### src/rtl/bcs_pkg.sv
package bcs_pkg;
  typedef enum logic [1:0] {
    KIND_FETCH = 2'b00,
    KIND_READ  = 2'b01,
    KIND_WRITE = 2'b10,
    KIND_RDALT = 2'b11
  } kind_e;

  localparam int unsigned ADDR_PH   = 1;  // T-state carrying low address
  localparam int unsigned DATA_LAST = 3;  // last data-phase T-state
  localparam int unsigned BASE_FLEN = 4;  // shortest fetch
endpackage

### src/rtl/bcs_tstate_ctrl.sv
module bcs_tstate_ctrl
  import bcs_pkg::*;
#(
  parameter int unsigned EXTRA_MAX = 2,
  localparam int unsigned FLEN_W = $clog2(EXTRA_MAX + 1),
  localparam int unsigned CW     = $clog2(BASE_FLEN + EXTRA_MAX + 1)
) (
  input  logic              clk_i,
  input  logic              rst_ni,
  input  logic              req_valid_i,
  input  logic [1:0]        req_kind_i,
  input  logic [FLEN_W-1:0] req_flen_i,
  output logic              accept_o,
  output logic              idle_o,
  output logic              last_o,
  output logic [CW-1:0]     tcnt_o,
  output kind_e             kind_o
);
  logic [CW-1:0] tcnt_q, last_q, fetch_last;

  always_comb begin
    if (int'(req_flen_i) > EXTRA_MAX) fetch_last = CW'(BASE_FLEN + EXTRA_MAX);
    else                              fetch_last = CW'(BASE_FLEN) + CW'(req_flen_i);
  end

  assign idle_o   = (tcnt_q == '0);
  assign accept_o = idle_o && req_valid_i;
  assign last_o   = !idle_o && (tcnt_q == last_q);
  assign tcnt_o   = tcnt_q;

  always_ff @(negedge clk_i or negedge rst_ni) begin
    if (!rst_ni) begin
      tcnt_q <= '0;
      last_q <= CW'(DATA_LAST);
      kind_o <= KIND_FETCH;
    end else if (accept_o) begin
      tcnt_q <= CW'(ADDR_PH);
      kind_o <= kind_e'(req_kind_i);
      last_q <= (kind_e'(req_kind_i) == KIND_FETCH) ? fetch_last : CW'(DATA_LAST);
    end else if (last_o) begin
      tcnt_q <= '0;
    end else if (!idle_o) begin
      tcnt_q <= tcnt_q + 1'b1;
    end
  end


  tstate_step_chk: assert property (@(posedge clk_i) disable iff (!rst_ni)
    (!idle_o && !last_o) |=> (tcnt_q == $past(tcnt_q) + 1'b1));

  cycle_end_chk: assert property (@(posedge clk_i) disable iff (!rst_ni)
    last_o |=> idle_o);

  busy_hold_chk: assert property (@(posedge clk_i) disable iff (!rst_ni)
    (!idle_o && !last_o) |=> $stable(kind_o));
endmodule

### src/rtl/bcs_strobe_gen.sv
module bcs_strobe_gen
  import bcs_pkg::*;
#(
  parameter int unsigned CW = 3
) (
  input  logic          clk_i,
  input  logic          rst_ni,
  input  logic [CW-1:0] tcnt_i,
  input  kind_e         kind_i,
  input  logic          last_i,
  output logic          ale_o,
  output logic          rd_no,
  output logic          wr_no,
  output logic          io_m_no,
  output logic          s1_o,
  output logic          s0_o,
  output logic          done_o
);
  logic active, data_ph, is_wr;

  assign active  = (tcnt_i != '0);
  assign data_ph = (tcnt_i > CW'(ADDR_PH)) && (tcnt_i <= CW'(DATA_LAST));
  assign is_wr   = (kind_i == KIND_WRITE);

  assign ale_o   = (tcnt_i == CW'(ADDR_PH));
  assign rd_no   = !(data_ph && !is_wr);
  assign wr_no   = !(data_ph && is_wr);
  assign io_m_no = 1'b0;  // memory cycles only
  assign s1_o    = active && !is_wr;
  assign s0_o    = active && (is_wr || kind_i == KIND_FETCH);
  assign done_o  = last_i;


  ale_single_chk: assert property (@(posedge clk_i) disable iff (!rst_ni)
    ale_o |=> !ale_o);

  strobe_excl_chk: assert property (@(posedge clk_i) disable iff (!rst_ni)
    !(!rd_no && !wr_no));

  rd_after_ale_chk: assert property (@(posedge clk_i) disable iff (!rst_ni)
    $fell(rd_no) |-> $past(ale_o));

  done_pulse_chk: assert property (@(posedge clk_i) disable iff (!rst_ni)
    done_o |=> !done_o);
endmodule

### src/rtl/bcs_data_path.sv
module bcs_data_path
  import bcs_pkg::*;
#(
  parameter int unsigned AW = 16,
  parameter int unsigned DW = 8,
  parameter int unsigned CW = 3
) (
  input  logic          clk_i,
  input  logic          rst_ni,
  input  logic          accept_i,
  input  logic [AW-1:0] req_addr_i,
  input  logic [DW-1:0] req_wdata_i,
  input  logic [CW-1:0] tcnt_i,
  input  kind_e         kind_i,
  input  logic [DW-1:0] ad_i,
  output logic [AW-DW-1:0] addr_hi_o,
  output logic [DW-1:0] ad_o,
  output logic          ad_oe_o,
  output logic [DW-1:0] rdata_o
);
  logic [AW-1:0] addr_q;
  logic [DW-1:0] wdata_q;
  logic          addr_ph, data_ph, is_wr, capture;

  assign addr_ph = (tcnt_i == CW'(ADDR_PH));
  assign data_ph = (tcnt_i > CW'(ADDR_PH)) && (tcnt_i <= CW'(DATA_LAST));
  assign is_wr   = (kind_i == KIND_WRITE);
  assign capture = (tcnt_i == CW'(DATA_LAST)) && !is_wr;

  always_ff @(negedge clk_i or negedge rst_ni) begin
    if (!rst_ni) begin
      addr_q  <= '0;
      wdata_q <= '0;
      rdata_o <= '0;
    end else begin
      if (accept_i) begin
        addr_q  <= req_addr_i;
        wdata_q <= req_wdata_i;
      end
      if (capture) rdata_o <= ad_i;
    end
  end

  assign addr_hi_o = addr_q[AW-1:DW];
  // write data stays on AD past the rising WR strobe
  assign ad_o      = addr_ph ? addr_q[DW-1:0] : wdata_q;
  assign ad_oe_o   = addr_ph || (data_ph && is_wr);


  rdata_hold_chk: assert property (@(posedge clk_i) disable iff (!rst_ni)
    !capture |=> $stable(rdata_o));

  addr_hold_chk: assert property (@(posedge clk_i) disable iff (!rst_ni)
    (tcnt_i != '0 && !accept_i) |=> (tcnt_i == '0 || $stable(addr_hi_o)));
endmodule

### src/rtl/bus_cycle_seq.sv
module bus_cycle_seq
  import bcs_pkg::*;
#(
  parameter int unsigned AW        = 16,
  parameter int unsigned DW        = 8,
  parameter int unsigned EXTRA_MAX = 2,
  localparam int unsigned FLEN_W = $clog2(EXTRA_MAX + 1),
  localparam int unsigned CW     = $clog2(BASE_FLEN + EXTRA_MAX + 1)
) (
  input  logic              clk_i,
  input  logic              rst_ni,
  input  logic              req_valid_i,
  input  logic [1:0]        req_kind_i,
  input  logic [AW-1:0]     req_addr_i,
  input  logic [DW-1:0]     req_wdata_i,
  input  logic [FLEN_W-1:0] req_flen_i,
  output logic              req_ready_o,
  output logic              done_o,
  output logic [DW-1:0]     rdata_o,
  output logic [AW-DW-1:0]  addr_hi_o,
  output logic [DW-1:0]     ad_o,
  output logic              ad_oe_o,
  input  logic [DW-1:0]     ad_i,
  output logic              ale_o,
  output logic              rd_no,
  output logic              wr_no,
  output logic              io_m_no,
  output logic              s1_o,
  output logic              s0_o
);
  logic          accept, last;
  logic [CW-1:0] tcnt;
  kind_e         kind;

  bcs_tstate_ctrl #(.EXTRA_MAX(EXTRA_MAX)) u_ctrl (
    .clk_i       (clk_i),
    .rst_ni      (rst_ni),
    .req_valid_i (req_valid_i),
    .req_kind_i  (req_kind_i),
    .req_flen_i  (req_flen_i),
    .accept_o    (accept),
    .idle_o      (req_ready_o),
    .last_o      (last),
    .tcnt_o      (tcnt),
    .kind_o      (kind)
  );

  bcs_strobe_gen #(.CW(CW)) u_strobe (
    .clk_i   (clk_i),
    .rst_ni  (rst_ni),
    .tcnt_i  (tcnt),
    .kind_i  (kind),
    .last_i  (last),
    .ale_o   (ale_o),
    .rd_no   (rd_no),
    .wr_no   (wr_no),
    .io_m_no (io_m_no),
    .s1_o    (s1_o),
    .s0_o    (s0_o),
    .done_o  (done_o)
  );

  bcs_data_path #(.AW(AW), .DW(DW), .CW(CW)) u_data (
    .clk_i       (clk_i),
    .rst_ni      (rst_ni),
    .accept_i    (accept),
    .req_addr_i  (req_addr_i),
    .req_wdata_i (req_wdata_i),
    .tcnt_i      (tcnt),
    .kind_i      (kind),
    .ad_i        (ad_i),
    .addr_hi_o   (addr_hi_o),
    .ad_o        (ad_o),
    .ad_oe_o     (ad_oe_o),
    .rdata_o     (rdata_o)
  );


  no_contention_chk: assert property (@(posedge clk_i) disable iff (!rst_ni)
    !(ad_oe_o && !rd_no));

  wr_drives_ad_chk: assert property (@(posedge clk_i) disable iff (!rst_ni)
    !wr_no |-> ad_oe_o);

  idle_quiet_chk: assert property (@(posedge clk_i) disable iff (!rst_ni)
    req_ready_o |-> (rd_no && wr_no && !ale_o && !ad_oe_o && !done_o));
endmodule

### config.mk
export PLATFORM = sky130hd
export DESIGN_NAME = bus_cycle_seq
export DESIGN_NICKNAME = d
export VERILOG_FILES = /design/src/rtl/bcs_pkg.sv /design/src/rtl/bcs_tstate_ctrl.sv /design/src/rtl/bcs_strobe_gen.sv /design/src/rtl/bcs_data_path.sv /design/src/rtl/bus_cycle_seq.sv
export SDC_FILE = /design/constraint.sdc
export NUM_CORES = 1
export LEC_CHECK = 0
export ABC_AREA = 0
export CAP_MARGIN = 40
export CORE_MARGIN = 8
export CORE_UTILIZATION = 62
export DETAILED_ROUTE_END_ITERATION = 6
export DONT_BUFFER_PORTS = 1
export GPL_TIMING_DRIVEN = 1
export PLACE_DENSITY = 0.77
export SYNTH_ARGS = -nofsm -noshare
export SYNTH_HDL_FRONTEND = slang
export SYNTH_SLANG_ARGS = --single-unit
### constraint.sdc
create_clock -name clk_i -period 2.8 [get_ports clk_i]
set_clock_uncertainty 0.15 [all_clocks]
set_input_delay 0.56 -clock clk_i [delete_from_list [all_inputs] [get_ports clk_i]]
set_output_delay 0.56 -clock clk_i [all_outputs]
set_load 0.01 [all_outputs]
==> results of run 1 <==
==> path summary, 6_finish.rpt <==
| path | slack [ns] | end |
|---|---|---|
| worst min-delay path | 0.31 | u_data.wdata_q[3] |
| worst min register to register | 0.31 | u_data.wdata_q[3] |
| worst max-delay path | -0.97 | done_o |
| min in group asynchronous | 1.03 | u_ctrl.kind_o[1] |
| worst max register to register | 0.68 | u_data.addr_q[2] |
| max in group asynchronous | 1.23 | u_ctrl.last_q[1] |
==> kinds of logic after synthesis <==
family | Yosys count | share of synthesized area, %
compound gates | 13 | 5.46
xor+xnor | 2 | 1.58
fa+ha+maj | 4 | 2.43
buf+inv | 20 | 6.61
flops | 40 | 48.6
mux | 42 | 26.6
other cells | 1 | 0.182
simple gates | 26 | 8.55
==> power groups by stage <==
stage          registers (mW)  clock network [mW]  logic [mW]
2_1_floorplan            1.10             0.00671        1.46
3_3_place_gp             1.18             0.00671        1.66
3_5_place_dp             1.20             0.00671        1.72
4_1_cts                  1.19               0.420        1.85
5_1_grt                  1.23               0.436        2.02
6_report                 1.19               0.400        1.90
==> cell usage in the layout (no fill, tap or decap), types with 3 or more instances in the layout <==
cell      count
mux2_2       10
inv_2         3
nand2_1       6
clkbuf_4      5
inv_1         3
dfrtn_1      38
ha_4          3
buf_4        23
mux2_4       32
==> sequential cells by signal, summed over array words and instances (netlist names) <==
name            flops
u_ctrl.tcnt_o       3
u_ctrl.kind_o       2
u_data.rdata_o      8
u_data.addr_q      16
u_data.wdata_q      8
u_ctrl.last_q       3
==> area by class of cell <==
class	instances	area (µm²)	area share, %
clock buffer	5	37.5	1.51
sequential	40	1000	40.5
tap	46	57.6	2.32
timing repair buffer	26	224	9.03
inverter	5	21.3	0.858
clock inverter	5	55.1	2.22
multi-input combinational	88	1080	43.6
==> per-stage QoR <==
| step | power (mW) | setup slack [ns] | std cells |
|---|---|---|---|
| finish | 3.49 | -0.972 | 215 |
| global route | 3.69 | -1.04 | 215 |
| detailed placement | 2.93 | -0.637 | 202 |
| CTS | 3.46 | -0.977 | 214 |
| floorplan | 2.56 | -0.617 | 148 |
| global placement | 2.84 | -0.563 | 202 |
==> synthesized netlist by cell type (2+ instances only) <==
library cell / instances / area share, %
inv_1: 6 / 1.1
nand2_1: 6 / 1.1
a21oi_1: 3 / 0.73
xor2_2: 2 / 1.6
mux2_2: 18 / 9.8
nand2b_1: 2 / 0.61
dfstp_2: 2 / 2.5
ha_1: 4 / 2.4
dfrtn_1: 38 / 46
buf_6: 3 / 1.6
mux2_1: 4 / 2.2
buf_4: 10 / 3.6
mux2_4: 20 / 15
nor2_1: 4 / 0.73
o21ai_0: 2 / 0.49
==> what timing repair did <==
| action | in CTS | in global routing |
|---|---|---|
| endpoints found under the setup margin | 32 | 32 |
| gates resized for setup | 9 | 2 |
| pin swaps | 7 | 3 |
| setup buffers | 3 | 1 |
==> per-layer routing <==
layer	share of wire (%)	track usage, %
met1	34	17.1
met3	9.6	7.50
met2	55	30.0
met5	0	0
met4	1.6	6.65
==> impl_metrics.csv, run 1 <==
group,metric,value,unit
status,outcome,"finished with violations",
status,violations,"negative setup slack",
cells_and_area,drive_gt1_share,60.9,%
power_and_ir_drop,p_switching,1.27,mW
setup_path,worstPathRequired,2.09,ns
synth,ys_ff_latch,40,
global_routing,overflow,0,
die,die-width,73.7,µm
global_routing,grt_pass1_wl,6840,µm
detailed_routing,via_count,1195,
timing,setup_viol,32,
power_and_ir_drop,netSwitchingFraction,36.5,%
global_routing,grt_max_degree,41,
setup_path,reg2reg_depth,8,
power_and_ir_drop,powerDensity,1410,nW/µm²
global_routing,antenna_found_initial,0,
setup_path,cp_slowest_cell,"dfrtn_1",
hold_path,worstHoldStart,"u_data.wdata_q[3]",
timing,final_hold_viol_count,0,
cells_and_area,final_util,76.1,%
detailed_routing,ant_nets,0,
setup_path,crit_fanout,5,
timing,drv_slew,0,
detailed_routing,routed_wl,4470,µm
cts,cts_tree,"built",
hold_path,whs_path_depth,1,
die,die_h,73.7,µm
die,design.core.area,3260,µm²
die,ioPinCount,72,
cells_and_area,final_area,2480,µm²
timing,timing.hold.ws,0.307,ns
setup_path,critPathCaptureType,"primary output",
synth,netlist_area,2060,µm²
setup_path,start_kind,"flip-flop",
power_and_ir_drop,p_int,2.22,mW
setup_path,crit_buf_inv,2,
cells_and_area,syn2layout_area_growth,20.2,%
setup_path,r2r-start,"u_ctrl.tcnt_o[0]",
timing,fin_ws,-0.972,ns
timing,rsz0062_at_grt,"true",
cts,htreeDepth,2,
die,initial_utilization,63.3,%
synth,seq_area_frac_synth,48.6,%
detailed_routing,drt_first_pass_iters,4,
cells_and_area,n_antenna_cell,0,
setup_path,worstSetupStartpoint,"u_ctrl.tcnt_o[0]",
detailed_routing,drt-wirelength-per-cell,20.8,µm
synth,post_synth.cell_area_avg,13.9,µm²
detailed_routing,drt-vias-per-instance,5.56,
die,dieArea,5430,µm²
global_routing,track_usage,17.1,%
power_and_ir_drop,max-vdd-ir-drop,0.708,mV
synth,ys_warn_count,0,
synth,synth_nets,191,
timing,fin_setup_tns,-16.15,ns
detailed_routing,drc_errors,0,
cts,numCtsBuffers,5,
detailed_routing,drt_iter0_drc,48,
placement,dpl_cell_area,2300,µm²
cells_and_area,nNetsFinal,211,
global_routing,grt_pass1_vias,1326,
setup_path,crit_type,"flip-flop to primary output",
synth,syn_inst,148,
power_and_ir_drop,combPwrFrac,54.3,%
hold_path,hp-class,"flip-flop to flip-flop",
cts,clock-root-buffer,"clkbuf_4",
run,max_cap_viol_count,0,
cts,numClockSinks,40,
placement,routabilityCongestion,0.801,
cts,clockBufferDepth,2,
die,num_rows,21,
cts,hold_buffers,0,
synth,ys_dominant_reg_cell,"dfrtn_1",
cts,clk_pin_slew,0.09,ns
setup_path,worstSetupPathDepth,5,
synth,async_flop_share,100,%
synth,synth-edff-count,0,
cells_and_area,nFillCells,219,
setup_path,path_cells,"buf_4, inv_4, ha_4, nor4b_4, or2_1",
power_and_ir_drop,p_clk_share,11.5,%
synth,synth_cell_types,39,
cts,clk_latency,0.40,ns
setup_path,slowest_delay,0.53,ns
setup_path,cp.arrival,3.06,ns
power_and_ir_drop,pwr-share-seq,34.2,%
power_and_ir_drop,p_leak,1.20,nW
placement,dp_hpwl,3320,µm
setup_path,crit_family,"flip-flops",
placement,numPortBuffers,0,
Power figures use the tool's default switching activity.
==> run 2, diff against run 1 <==
--- a/config.mk
+++ b/config.mk
@@ -8,11 +8,11 @@
 export ABC_AREA = 0
 export CAP_MARGIN = 40
 export CORE_MARGIN = 8
-export CORE_UTILIZATION = 62
+export CORE_UTILIZATION = 47
 export DETAILED_ROUTE_END_ITERATION = 6
 export DONT_BUFFER_PORTS = 1
 export GPL_TIMING_DRIVEN = 1
-export PLACE_DENSITY = 0.77
+export PLACE_DENSITY = 0.61
 export SYNTH_ARGS = -nofsm -noshare
 export SYNTH_HDL_FRONTEND = slang
 export SYNTH_SLANG_ARGS = --single-unit
==> impl_metrics.csv, run 2 (synthesis results as in run 1) <==
group,metric,value,unit
status,outcome,"finished with violations",
status,violations,"negative setup slack",
global_routing,grt_max_degree,41,
detailed_routing,routed_wl,4320,µm
cts,numCtsBuffers,5,
cts,htreeDepth,2,
cells_and_area,nNetsFinal,210,
cells_and_area,n_antenna_cell,0,
detailed_routing,ant_nets,0,
cells_and_area,final_util,58.9,%
cts,clk_latency,0.34,ns
cells_and_area,instances_no_fill,220,
global_routing,overflow,0,
global_routing,top_usage_layer,"met2",
setup_path,cp.arrival,2.98,ns
setup_path,start_kind,"flip-flop",
global_routing,grt_pass1_vias,1299,
cts,clk_pin_slew,0.06,ns
cts,clock-root-buffer,"clkbuf_8",
detailed_routing,drt-wirelength-per-cell,19.6,µm
power_and_ir_drop,pwr-share-seq,33.3,%
die,die_h,82.3,µm
setup_path,r2r_slack,0.86,ns
setup_path,slowest_delay,0.51,ns
global_routing,grt_pass1_wl,6820,µm
setup_path,path_cells,"buf_6, xor2_2, nor3_2, or2_1",
timing,setup_viol,32,
detailed_routing,drt-vias-per-instance,5.48,
setup_path,critPathCaptureType,"primary output",
cells_and_area,reg_top3,"u_data.addr_q (16), u_data.rdata_o (8), u_data.wdata_q (8)",
die,die-width,82.3,µm
placement,placed_cells,207,
detailed_routing,via_count,1206,
die,design.core.area,4290,µm²
cts,cts_tree,"built",
cells_and_area,largest_register_ffs,16,
detailed_routing,drt_iter0_drc,36,
detailed_routing,drt_first_pass_iters,4,
timing,drv_slew,0,
global_routing,track_usage,13.2,%
global_routing,grtUsageMet2,22.2,%
power_and_ir_drop,p_int,2.31,mW
timing,fin_ws,-0.889,ns
global_routing,met3_usage,6.17,%
power_and_ir_drop,powerDensity,1410,nW/µm²
timing,rsz0062_at_grt,"true",
cells_and_area,final_cell_mix,"dfrtn_1 (38), mux2_4 (32), buf_4 (20), mux2_2 (10)",
die,dieArea,6770,µm²
timing,final_hold_viol_count,0,
setup_path,worstPathRequired,2.09,ns
placement,numPortBuffers,0,
power_and_ir_drop,p_clk_share,14.2,%
setup_path,crit_fanout,4,
hold_path,hp-class,"flip-flop to flip-flop",
run,max_cap_viol_count,0,
placement,routabilityCongestion,0.840,
cts,clockBufferDepth,2,
cells_and_area,drive_gt1_share,61.9,%
die,initial_utilization,48.0,%
placement,dp_hpwl,3300,µm
placement,post-place-ws,-0.599,ns
power_and_ir_drop,netSwitchingFraction,35.1,%
power_and_ir_drop,combPwrFrac,52.5,%
global_routing,antenna_found_initial,0,
setup_path,cp_slowest_cell,"dfrtn_1",
die,ioPinCount,72,
power_and_ir_drop,p_switching,1.25,mW
power_and_ir_drop,p_leak,1.21,nW
die,num_rows,24,
power_and_ir_drop,max-vdd-ir-drop,0.747,mV
setup_path,crit_type,"flip-flop to primary output",
global_routing,grt_use_met1,14.6,%
cells_and_area,final_common_cell,"dfrtn_1",
cts,numClockSinks,40,
detailed_routing,drc_errors,0,
cells_and_area,syn2layout_area_growth,22.6,%
cells_and_area,largest-register,"u_data.addr_q",
timing,fin_setup_tns,-13.84,ns
run 2: cell count changes in the layout (fill, tap and decap cells not counted), sizes merged:
cell / delta
clkinv: -1
clkbuf: +1
buf: -1
run 2: per-layer routing:
metal  vias up  wire, µm  part of all wire, %
met1       611      1590                   37
met3         4       456                   11
met4         0        36                 0.83
li1        545         -                    -
met2        46      2230                   52
met5         -         0                    0
run 2: cell type report:
class	count	area, µm²
clock inverter	4	46.3
timing repair buffer	25	233
sequential	40	1000
clock buffer	6	82.6
inverter	5	21.3
multi-input combinational	88	1080
tap	52	65.1
fill	324	1760
run 2: timing repair:
item,4_1_cts,5_1_grt
gates cloned,0,0
setup endpoints to repair,32,32
gates resized for setup,12,1
hold buffers,0,0
pin swaps,6,2
buffers inserted,2,2
run 2: metrics by stage:
| stage | power (mW) | instance area [µm²] | hold WS [ns] |
|---|---|---|---|
| 3_5_place_dp | 2.91 | 2310 | 0.303 |
| 3_3_place_gp | 2.84 | 2310 | 0.300 |
| 2_1_floorplan | 2.56 | 2180 | 0.286 |
| 5_1_grt | 3.78 | 2530 | 0.318 |
| 6_report | 3.56 | 2530 | 0.307 |
| 4_1_cts | 3.56 | 2510 | 0.309 |
run 2: path summary, 6_finish.rpt:
check,from,to,cells past startpoint
setup / recovery,u_ctrl.tcnt_o[0],done_o,4
hold / removal,u_data.wdata_q[4],u_data.wdata_q[4],1
setup reg to reg,u_ctrl.tcnt_o[0],u_data.addr_q[14],7
hold reg to reg,u_data.wdata_q[4],u_data.wdata_q[4],1
max in group asynchronous,rst_ni,u_ctrl.last_q[1],0
min in group asynchronous,rst_ni,u_ctrl.tcnt_o[2],0
run 2: worst max-delay path, delay by kind of cell, from the launching register on:
kind	cells	cell delay, ns
XOR/XNOR	1	0.26
buffers and inverters	1	0.16
flip-flops	1	0.51
AND/OR/NAND/NOR	2	0.36
run 2: power by group through the flow:
| stage | sequential [mW] | clock [mW] | combinational (mW) |
|---|---|---|---|
| 2_1_floorplan | 1.10 | 0.00671 | 1.46 |
| 3_3_place_gp | 1.18 | 0.00671 | 1.66 |
| 3_5_place_dp | 1.19 | 0.00671 | 1.71 |
| 4_1_cts | 1.19 | 0.523 | 1.85 |
| 5_1_grt | 1.23 | 0.548 | 2.00 |
| 6_report | 1.19 | 0.504 | 1.87 |
==> run 3, diff against run 2 <==
--- a/config.mk
+++ b/config.mk
@@ -11,7 +11,6 @@
 export CORE_UTILIZATION = 47
 export DETAILED_ROUTE_END_ITERATION = 6
 export DONT_BUFFER_PORTS = 1
-export GPL_TIMING_DRIVEN = 1
 export PLACE_DENSITY = 0.61
 export SYNTH_ARGS = -nofsm -noshare
 export SYNTH_HDL_FRONTEND = slang
==> results of run 3 <==
Same layout as run 2: the final DEF is identical, and so are final timing and power.
